<file path="src/rtl/slack_pkg.sv">
package slack_pkg;
  // Per-stage handshake position
  typedef enum logic [2:0] {
    ST_INIT  = 3'd0,  // just out of reset, configuration not yet applied
    ST_EMPTY = 3'd1,  // no token, ready to accept from upstream
    ST_FULL  = 3'd2,  // token held, waiting for the downstream enable
    ST_SEND  = 3'd3,  // token driven on the output rails
    ST_DRAIN = 3'd4   // rails returned low, waiting for the enable to rise
  } stg_state_e;
endpackage

</file>
<file path="src/rtl/slack_rst_sync.sv">
module slack_rst_sync #(
  parameter int STAGES = 2
) (
  input  logic clk,
  input  logic rst_n,
  output logic rst_sync_n
);
  logic [STAGES-1:0] sync_q;

  always_ff @(posedge clk or negedge rst_n) begin
    if (!rst_n) sync_q <= '0;
    else        sync_q <= {sync_q[STAGES-2:0], 1'b1};
  end

  assign rst_sync_n = sync_q[STAGES-1];
endmodule

</file>
<file path="src/rtl/slack_stage.sv">
module slack_stage
  import slack_pkg::*;
(
  input  logic clk,
  input  logic rst_n,
  input  logic cfg_bypass,
  input  logic cfg_tok_en,
  input  logic cfg_tok_val,
  input  logic in_d0,
  input  logic in_d1,
  output logic in_en,
  output logic out_d0,
  output logic out_d1,
  input  logic out_en
);
  stg_state_e st_q, st_nxt;
  logic       val_q, val_nxt;
  logic       pend_q, pend_nxt;   // upstream data not yet returned to neutral
  logic       take;
  logic       st_ce, val_ce, pend_ce;

  assign take = (st_q == ST_EMPTY) && !pend_q && (in_d0 ^ in_d1);

  always_comb begin
    st_nxt  = st_q;
    val_nxt = val_q;
    case (st_q)
      ST_INIT: begin
        if (!cfg_bypass) begin
          st_nxt  = cfg_tok_en ? ST_FULL : ST_EMPTY;
          val_nxt = cfg_tok_val;
        end
      end
      ST_EMPTY: begin
        if (take) begin
          st_nxt  = ST_FULL;
          val_nxt = in_d1;
        end
      end
      ST_FULL:  if (out_en)  st_nxt = ST_SEND;
      ST_SEND:  if (!out_en) st_nxt = ST_DRAIN;
      ST_DRAIN: if (out_en)  st_nxt = ST_EMPTY;
      default:  st_nxt = ST_INIT;
    endcase
  end

  always_comb begin
    pend_nxt = pend_q;
    if (take)                 pend_nxt = 1'b1;
    else if (!in_d0 && !in_d1) pend_nxt = 1'b0;
  end

  assign st_ce   = (st_nxt != st_q);
  assign val_ce  = take || (st_q == ST_INIT);
  assign pend_ce = (pend_nxt != pend_q);

  always_ff @(posedge clk or negedge rst_n) begin
    if (!rst_n)     st_q <= ST_INIT;
    else if (st_ce) st_q <= st_nxt;
  end

  always_ff @(posedge clk or negedge rst_n) begin
    if (!rst_n)      val_q <= 1'b0;
    else if (val_ce) val_q <= val_nxt;
  end

  always_ff @(posedge clk or negedge rst_n) begin
    if (!rst_n)       pend_q <= 1'b0;
    else if (pend_ce) pend_q <= pend_nxt;
  end

  assign in_en  = (st_q == ST_EMPTY) && !pend_q;
  assign out_d0 = (st_q == ST_SEND) && !val_q;
  assign out_d1 = (st_q == ST_SEND) &&  val_q;
endmodule

</file>
<file path="src/rtl/slack_bypass_mux.sv">
module slack_bypass_mux (
  input  logic byp,
  input  logic up_d0,
  input  logic up_d1,
  input  logic stg_d0,
  input  logic stg_d1,
  input  logic stg_en,
  input  logic dn_en,
  output logic dn_d0,
  output logic dn_d1,
  output logic up_en
);
  always_comb begin
    if (byp) begin
      dn_d0 = up_d0;
      dn_d1 = up_d1;
      up_en = dn_en;
    end else begin
      dn_d0 = stg_d0;
      dn_d1 = stg_d1;
      up_en = stg_en;
    end
  end
endmodule

</file>
<file path="src/rtl/slack_bank.sv">
module slack_bank #(
  parameter int NCH        = 4,
  parameter int SYNC_DEPTH = 2
) (
  input  logic           clk,
  input  logic           rst_n,
  input  logic [NCH-1:0] cfg_bypass,
  input  logic [NCH-1:0] cfg_tok_en,
  input  logic [NCH-1:0] cfg_tok_val,
  input  logic [NCH-1:0] up_d0,
  input  logic [NCH-1:0] up_d1,
  output logic [NCH-1:0] up_en,
  output logic [NCH-1:0] dn_d0,
  output logic [NCH-1:0] dn_d1,
  input  logic [NCH-1:0] dn_en
);
  logic rst_int_n;

  slack_rst_sync #(.STAGES(SYNC_DEPTH)) u_rst (
    .clk        (clk),
    .rst_n      (rst_n),
    .rst_sync_n (rst_int_n)
  );

  for (genvar g = 0; g < NCH; g++) begin : g_ch
    logic s_d0, s_d1, s_en;

    slack_stage u_stage (
      .clk         (clk),
      .rst_n       (rst_int_n),
      .cfg_bypass  (cfg_bypass[g]),
      .cfg_tok_en  (cfg_tok_en[g]),
      .cfg_tok_val (cfg_tok_val[g]),
      .in_d0       (up_d0[g]),
      .in_d1       (up_d1[g]),
      .in_en       (s_en),
      .out_d0      (s_d0),
      .out_d1      (s_d1),
      .out_en      (dn_en[g])
    );

    slack_bypass_mux u_mux (
      .byp    (cfg_bypass[g]),
      .up_d0  (up_d0[g]),
      .up_d1  (up_d1[g]),
      .stg_d0 (s_d0),
      .stg_d1 (s_d1),
      .stg_en (s_en),
      .dn_en  (dn_en[g]),
      .dn_d0  (dn_d0[g]),
      .dn_d1  (dn_d1[g]),
      .up_en  (up_en[g])
    );
  end
endmodule

</file>
<file path="config.mk">
export PLATFORM = sky130hd
export DESIGN_NAME = slack_bank
export DESIGN_NICKNAME = d
export VERILOG_FILES = /design/src/rtl/slack_pkg.sv /design/src/rtl/slack_rst_sync.sv /design/src/rtl/slack_stage.sv /design/src/rtl/slack_bypass_mux.sv /design/src/rtl/slack_bank.sv
export SDC_FILE = /design/constraint.sdc
export NUM_CORES = 1
export LEC_CHECK = 0
export CAP_MARGIN = 15
export CORE_AREA = 2 2 60 62
export CTS_CLUSTER_SIZE = 24
export DETAILED_ROUTE_END_ITERATION = 12
export DIE_AREA = 0 0 62 64
export PLACE_DENSITY = 0.82
export SYNTH_ARGS = -nofsm -noshare
export SYNTH_HDL_FRONTEND = slang
export SYNTH_HIERARCHICAL = 1
export SYNTH_SLANG_ARGS = --single-unit
</file>
<file path="constraint.sdc">
create_clock -name clk -period 1.3 [get_ports clk]
set_input_delay 0.26 -clock clk [delete_from_list [all_inputs] [get_ports clk]]
set_output_delay 0.26 -clock clk [all_outputs]
set_load 0.05 [all_outputs]
</file>
=== Word-level counts from Yosys, hierarchy flattened ===
Index checks and enable logic that the tools add are counted.

* Equal/unequal tests: 32
* Mux-type cells: 60
* Bitwise logic cells: 4
* Reductions and logical operators: 52

{| class="wikitable"
|+ Operators with widths
! operator !! count
|-
| $mux W3 || 20
|-
| $pmux W3 S5 || 4
|-
| $mux W1 || 28
|-
| $eq A3 B2 Y1 const B || 8
|-
| $logic_and A1 B1 Y1 || 20
|-
| $logic_not A1 Y1 || 16
|-
| $reduce_and A4 Y1 || 4
|-
| $eq A3 B1 Y1 const B || 4
|-
| $eq A3 B3 Y1 const B || 4
|-
| $logic_not A3 Y1 || 4
|-
| $ne A3 B3 Y1 || 4
|-
| $mux W2 || 4
|-
| $ne A2 B1 Y1 const B || 4
|-
| $ne A2 B2 Y1 const B || 4
|-
| $pmux W1 S2 || 4
|-
| $reduce_bool A2 Y1 || 4
|-
| $logic_or A1 B1 Y1 || 4
|-
| $ne A1 B1 Y1 || 4
|-
| $xor A1 B1 Y1 || 4
|}

* Register bits after elaboration: 22
* Bits of input ports: 26
* Logic and storage cells: 161

=== Longest topological paths before layout ===
* Depth after elaboration: 6
* Gate-level depth with buffers: 5
* Depth with buffers taken out: 5

=== By module ===
The synthesis kept the hierarchy.

{| class="wikitable"
|+ Modules (own cells, without submodules)
! module !! times used !! cells an instance !! area an instance (um^2) !! seq. area each (um^2)
|-
| slack_stage || 4 || 33 || 299.0 || 125.1
|-
| slack_bypass_mux || 4 || 3 || 33.8 || 0.0
|-
| slack_rst_sync || 1 || 3 || 53.8 || 50.0
|}

=== Worst setup path before layout ===
Ideal clock, no wire load.

* Path kind: register to output
* Start point: reg g_ch[0].u_stage.st_q[1]
* End point: out up_en[0]
* Arrival: 1.201 ns
* Path slack: -0.161 ns
* Stages on the path, launching flop included: 4
* Cells stage by stage: dfrtp_1 > or3b_4 > nor2_1 > mux2_2

* Longest elaborated chain between the ends: 3

{| class="wikitable"
|+ RTL lines
! item !! RTL line !! text
|-
| start, declared || slack_stage.sv:16 || <nowiki>stg_state_e st_q, st_nxt;</nowiki>
|-
| start signal, assigned || slack_stage.sv:59 || <nowiki>else if (st_ce) st_q <= st_nxt;</nowiki>
|-
| $eq A3 B1 Y1 || slack_stage.sv:72 || <nowiki>assign in_en = (st_q == ST_EMPTY) && !pend_q;</nowiki>
|-
| $logic_and A1 B1 Y1 || slack_stage.sv:72 ||
|-
| net g_ch[0].s_en || slack_bank.sv:26 || <nowiki>logic s_d0, s_d1, s_en;</nowiki>
|-
| $mux W1 || slack_bypass_mux.sv:14 || <nowiki>if (byp) begin</nowiki>
|-
| end, declared || slack_bank.sv:12 || <nowiki>output logic [NCH-1:0] up_en,</nowiki>
|}

The timed path passes the listed nets, and every way through them passes these cells.

=== Worst setup path after layout ===
* Start point: reg g_ch[2].u_stage.st_q[1]
* End point: out up_en[2]

* Longest elaborated chain between the ends: 3

{| class="wikitable"
|+ RTL lines
! item !! RTL line
|-
| start, declared || slack_stage.sv:16
|-
| start signal, assigned || slack_stage.sv:59
|-
| $eq A3 B1 Y1 || slack_stage.sv:72
|-
| $logic_and A1 B1 Y1 || slack_stage.sv:72
|-
| net g_ch[2].s_en || slack_bank.sv:26
|-
| $mux W1 || slack_bypass_mux.sv:14
|}

The timed path passes the listed nets, and every way through them passes these cells.

==> out/results.tsv <==
stage	metric	value	unit
drt	initial DRC count	90	
timing	Setup TNS	-6970	ps
die	Starting Density	42.2	%
clock_tree	Sink Count	22	
clock_tree	Clock Latency Late Sink	320	ps
global_routing	M2 GR Usage	43.9	%
cells_and_area	Post-Layout Cell Count	280	
drt	antenna-violating nets left	0	
logic_synthesis	top cell type's share of synthesized area	39.7	%
global_routing	GRT Residual Overflow	0	
pwr	LEAKAGE	1.20	nW
worst_setup_path	critical path, cell by cell	or3b_4 -> nor2_2 -> mux2_4 -> buf_12	
die	die outline width	62	um
worst_setup_path	CP Launch Type	flip-flop	
worst_setup_path	Crit. path cell count	4	
logic_synthesis	Yosys warning total	6	
worst_setup_path	Critical Path Sink Type	primary output	
timing	worst setup margin	-549	ps
worst_setup_path	critical path's top delay family	simple AND/OR/NAND/NOR gates	
worst_setup_path	CP Class	flip-flop to primary output	
global_routing	Total Routing Usage GR	23.2	%
drt	DRC	0	
worst_setup_path	CP max stage delay	440	ps
clock_tree	CTS tree	built	
global_routing	largest net degree at the start of global routing	21	
worst_setup_path	CP required	1040	ps
placed_design	placed cell area	2050	sq um
logic_synthesis	Post-Syn Instances	147	
clock_tree	clock root buffer	clkbuf_4	
timing	crit path time final	1850	ps
drt	drt first pass iters	4	
logic_synthesis	Distinct cells, synth	20	
cells_and_area	Layout Area Growth over Synthesis	84.0	%
placed_design	dpl hpwl	2.58	mm
global_routing	met1 Usage GRT	25.2	%
global_routing	met3 Usage GRT	3.64	%
global_routing	first-pass GRT wire length	6.98	mm
logic_synthesis	synthesized flop and latch total	22	
timing	Slew Limit Fails	0	
job	max cap viols	0	
timing	RSZ-0062 raised after global routing	true	
timing	crit share post-route	142	%
logic_synthesis	synthesized area	1390	sq um
die	core area	3280	sq um
logic_synthesis	area leader, netlist	dfrtp_1	
global_routing	GRT Max-Usage Layer	met2	
run_status	failing checks	negative setup slack	
worst_setup_path	CP Buf/Inv Count	1	
worst_setup_path	crit path max-delay cell type	dfrtp_1	
global_routing	initial antenna violation count	0	
drt	via count	1494	
min_path	min-delay worst type	input pin to async pin	
cells_and_area	Filler cells	208	
placed_design	GPL Wtd Cong	0.793	
run_status	run status	finished, violations left	
cells_and_area	# diodes	0	
cells_and_area	Finished Core Util	77.6	%
die	io pins	38	
timing	Fin. Hold Viols	0	
die	Cell Rows	21	
cells_and_area	final net count	265	
pwr	Final Total Pwr	5.26	mW
worst_setup_path	Worst Path Max Fanout	3	
global_routing	vias in the first global route	1572	
die	die footprint	3970	sq um
worst_setup_path	R2R cell count	5	
timing	Setup violations, final	23	
timing	maximum clock frequency	0.541	GHz
drt	wire per inst	16.7	um
die	Die H	64	um
cells_and_area	Finished Cell Area	2550	sq um
drt	vias per cell	5.34	
clock_tree	Clock Path Buffers	2	
clock_tree	clk slew on worst S/H paths	140	ps
clock_tree	CTS Buf Count	3	
cells_and_area	layout cell share with drive strength beyond 1	53.0	%
logic_synthesis	register area share after synthesis	39.7	%
pwr	pwr dens	2060	nW/um^2
timing	skew final	14.9	ps
worst_setup_path	CP arrival	1590	ps
logic_synthesis	syn nets	177	
drt	DRT Wirelength	4.68	mm
logic_synthesis	Avg Inst Size Synth	9.42	sq um
clock_tree	Post-CTS Hold Fix Bufs	0	
clock_tree	number of H-tree levels	1	
pwr	highest ir drop seen on vdd	0.00111	V
placed_design	Port Buf Inserts	37	
placed_design	DP Cell Count	258	
logic_synthesis	synth top area cells	dfrtp_1 40%, mux2_2 9.8%, o21ai_0 4.3%, inv_1 4.3%, nor2_1 4.3%	
[cell usage in the layout (no fill, tap or decap), types with 3 or more instances in the layout]
| cell type | netlist | layout |
|---|---|---|
| nor2_2 | 0 | 7 |
| dlygate4sd2_1 | 0 | 7 |
| mux2_4 | 0 | 10 |
| o22ai_2 | 0 | 4 |
| or4_4 | 0 | 4 |
| dfrtp_1 | 22 | 21 |
| or3b_2 | 4 | 3 |
| nor2b_4 | 0 | 3 |
| or2b_1 | 4 | 4 |
| nor3b_1 | 8 | 8 |
| and2b_1 | 4 | 4 |
| nand2b_4 | 4 | 4 |
| buf_6 | 0 | 15 |
| nor2_1 | 16 | 8 |
| inv_1 | 16 | 14 |
| buf_4 | 0 | 32 |
| or3b_4 | 4 | 5 |
| nand2_1 | 8 | 4 |
| clkbuf_4 | 0 | 3 |
| o21ai_0 | 12 | 6 |
| a31oi_1 | 4 | 4 |
| ha_1 | 4 | 3 |
| buf_12 | 0 | 3 |
| buf_8 | 0 | 8 |
| clkdlybuf4s50_1 | 0 | 18 |
| o21ai_2 | 0 | 4 |
| o221ai_2 | 0 | 3 |
| a21oi_1 | 8 | 6 |
[through the flow]
step           setup slack, ps  hold WS, ps
6_report                  -549         78.9
3_3_place_gp              -529          209
4_1_cts                   -510         81.4
3_5_place_dp              -539          220
2_1_floorplan            -90.3        -35.6
5_1_grt                   -603         70.2
[cells in the mapped netlist (all sizes together)]
master and count:
or4 4, o221ai 4, or2b 4, ha 4, nor2 16, dfrtp 22, and2b 4, a31oi 4
nand2b 4, nor2b 4, a21oi 8, conb 1, mux2 12, inv 16, nor3b 8, o21ai 12
o22ai 4, nand2 8, or3b 8
[final cells by class]
cell class / count / area [sq um] / share of cell area [%]
multi-input combinational: 109 / 996 / 39.1
timing repair buffer: 83 / 831 / 32.6
sequential: 22 / 552 / 21.6
inverter: 16 / 60.1 / 2.36
tap: 46 / 57.6 / 2.26
clock inverter: 1 / 30.0 / 1.18
clock buffer: 3 / 22.5 / 0.884
[where the power goes]
| group | leakage (nW) | internal [mW] | switching [mW] |
|---|---|---|---|
| registers | 0.269 | 0.967 | 0.286 |
| clock network | 0.0279 | 0.312 | 0.222 |
| logic | 0.908 | 1.91 | 1.56 |
| total | 1.20 | 3.19 | 2.07 |
[cells by family after synthesis]
logic type | Yosys count | share of synthesized area [%]
and+or+nand+nor | 60 | 28.9
AOI/OAI and AO/OA | 32 | 13.4
other | 1 | 0.271
buffers and inverters | 16 | 4.34
DFF | 22 | 39.7
adders and majority gates | 4 | 3.61
muxes | 12 | 9.76
[repair_timing]
item                                    CTS  global route
endpoints found under the setup margin   22            29
setup buffers                            14             9
gates resized for setup                  71            26
pin swaps                                17             7
[flip-flops by register name, summed over array words and instances (netlist names)]
signal,cells
g_ch.u_stage/pend_q,4
g_ch.u_stage/st_q,12
u_rst/sync_q,2
g_ch.u_stage/val_q,4
[per-layer routing]
metal	share of wire (%)	vias to the layer above
met5	0	-
met3	4.0	12
met2	56	52
li1	-	688
met4	2.9	0
met1	37	742
[final timing paths]
kind	startpoint	to	slack [ps]
worst max-delay path	g_ch[2].u_stage/st_q[1]	up_en[2]	-550
worst min-delay path	rst_n	u_rst/sync_q[1]	80
worst max register to register	g_ch[0].u_stage/st_q[0]	g_ch[0].u_stage/val_q	-260
worst min register to register	u_rst/sync_q[1]	g_ch[2].u_stage/st_q[1]	220
max in group asynchronous	u_rst/sync_q[1]	g_ch[3].u_stage/st_q[2]	830
min in group clk	u_rst/sync_q[0]	u_rst/sync_q[1]	380
No activity file was read; power rests on OpenSTA's default activity.
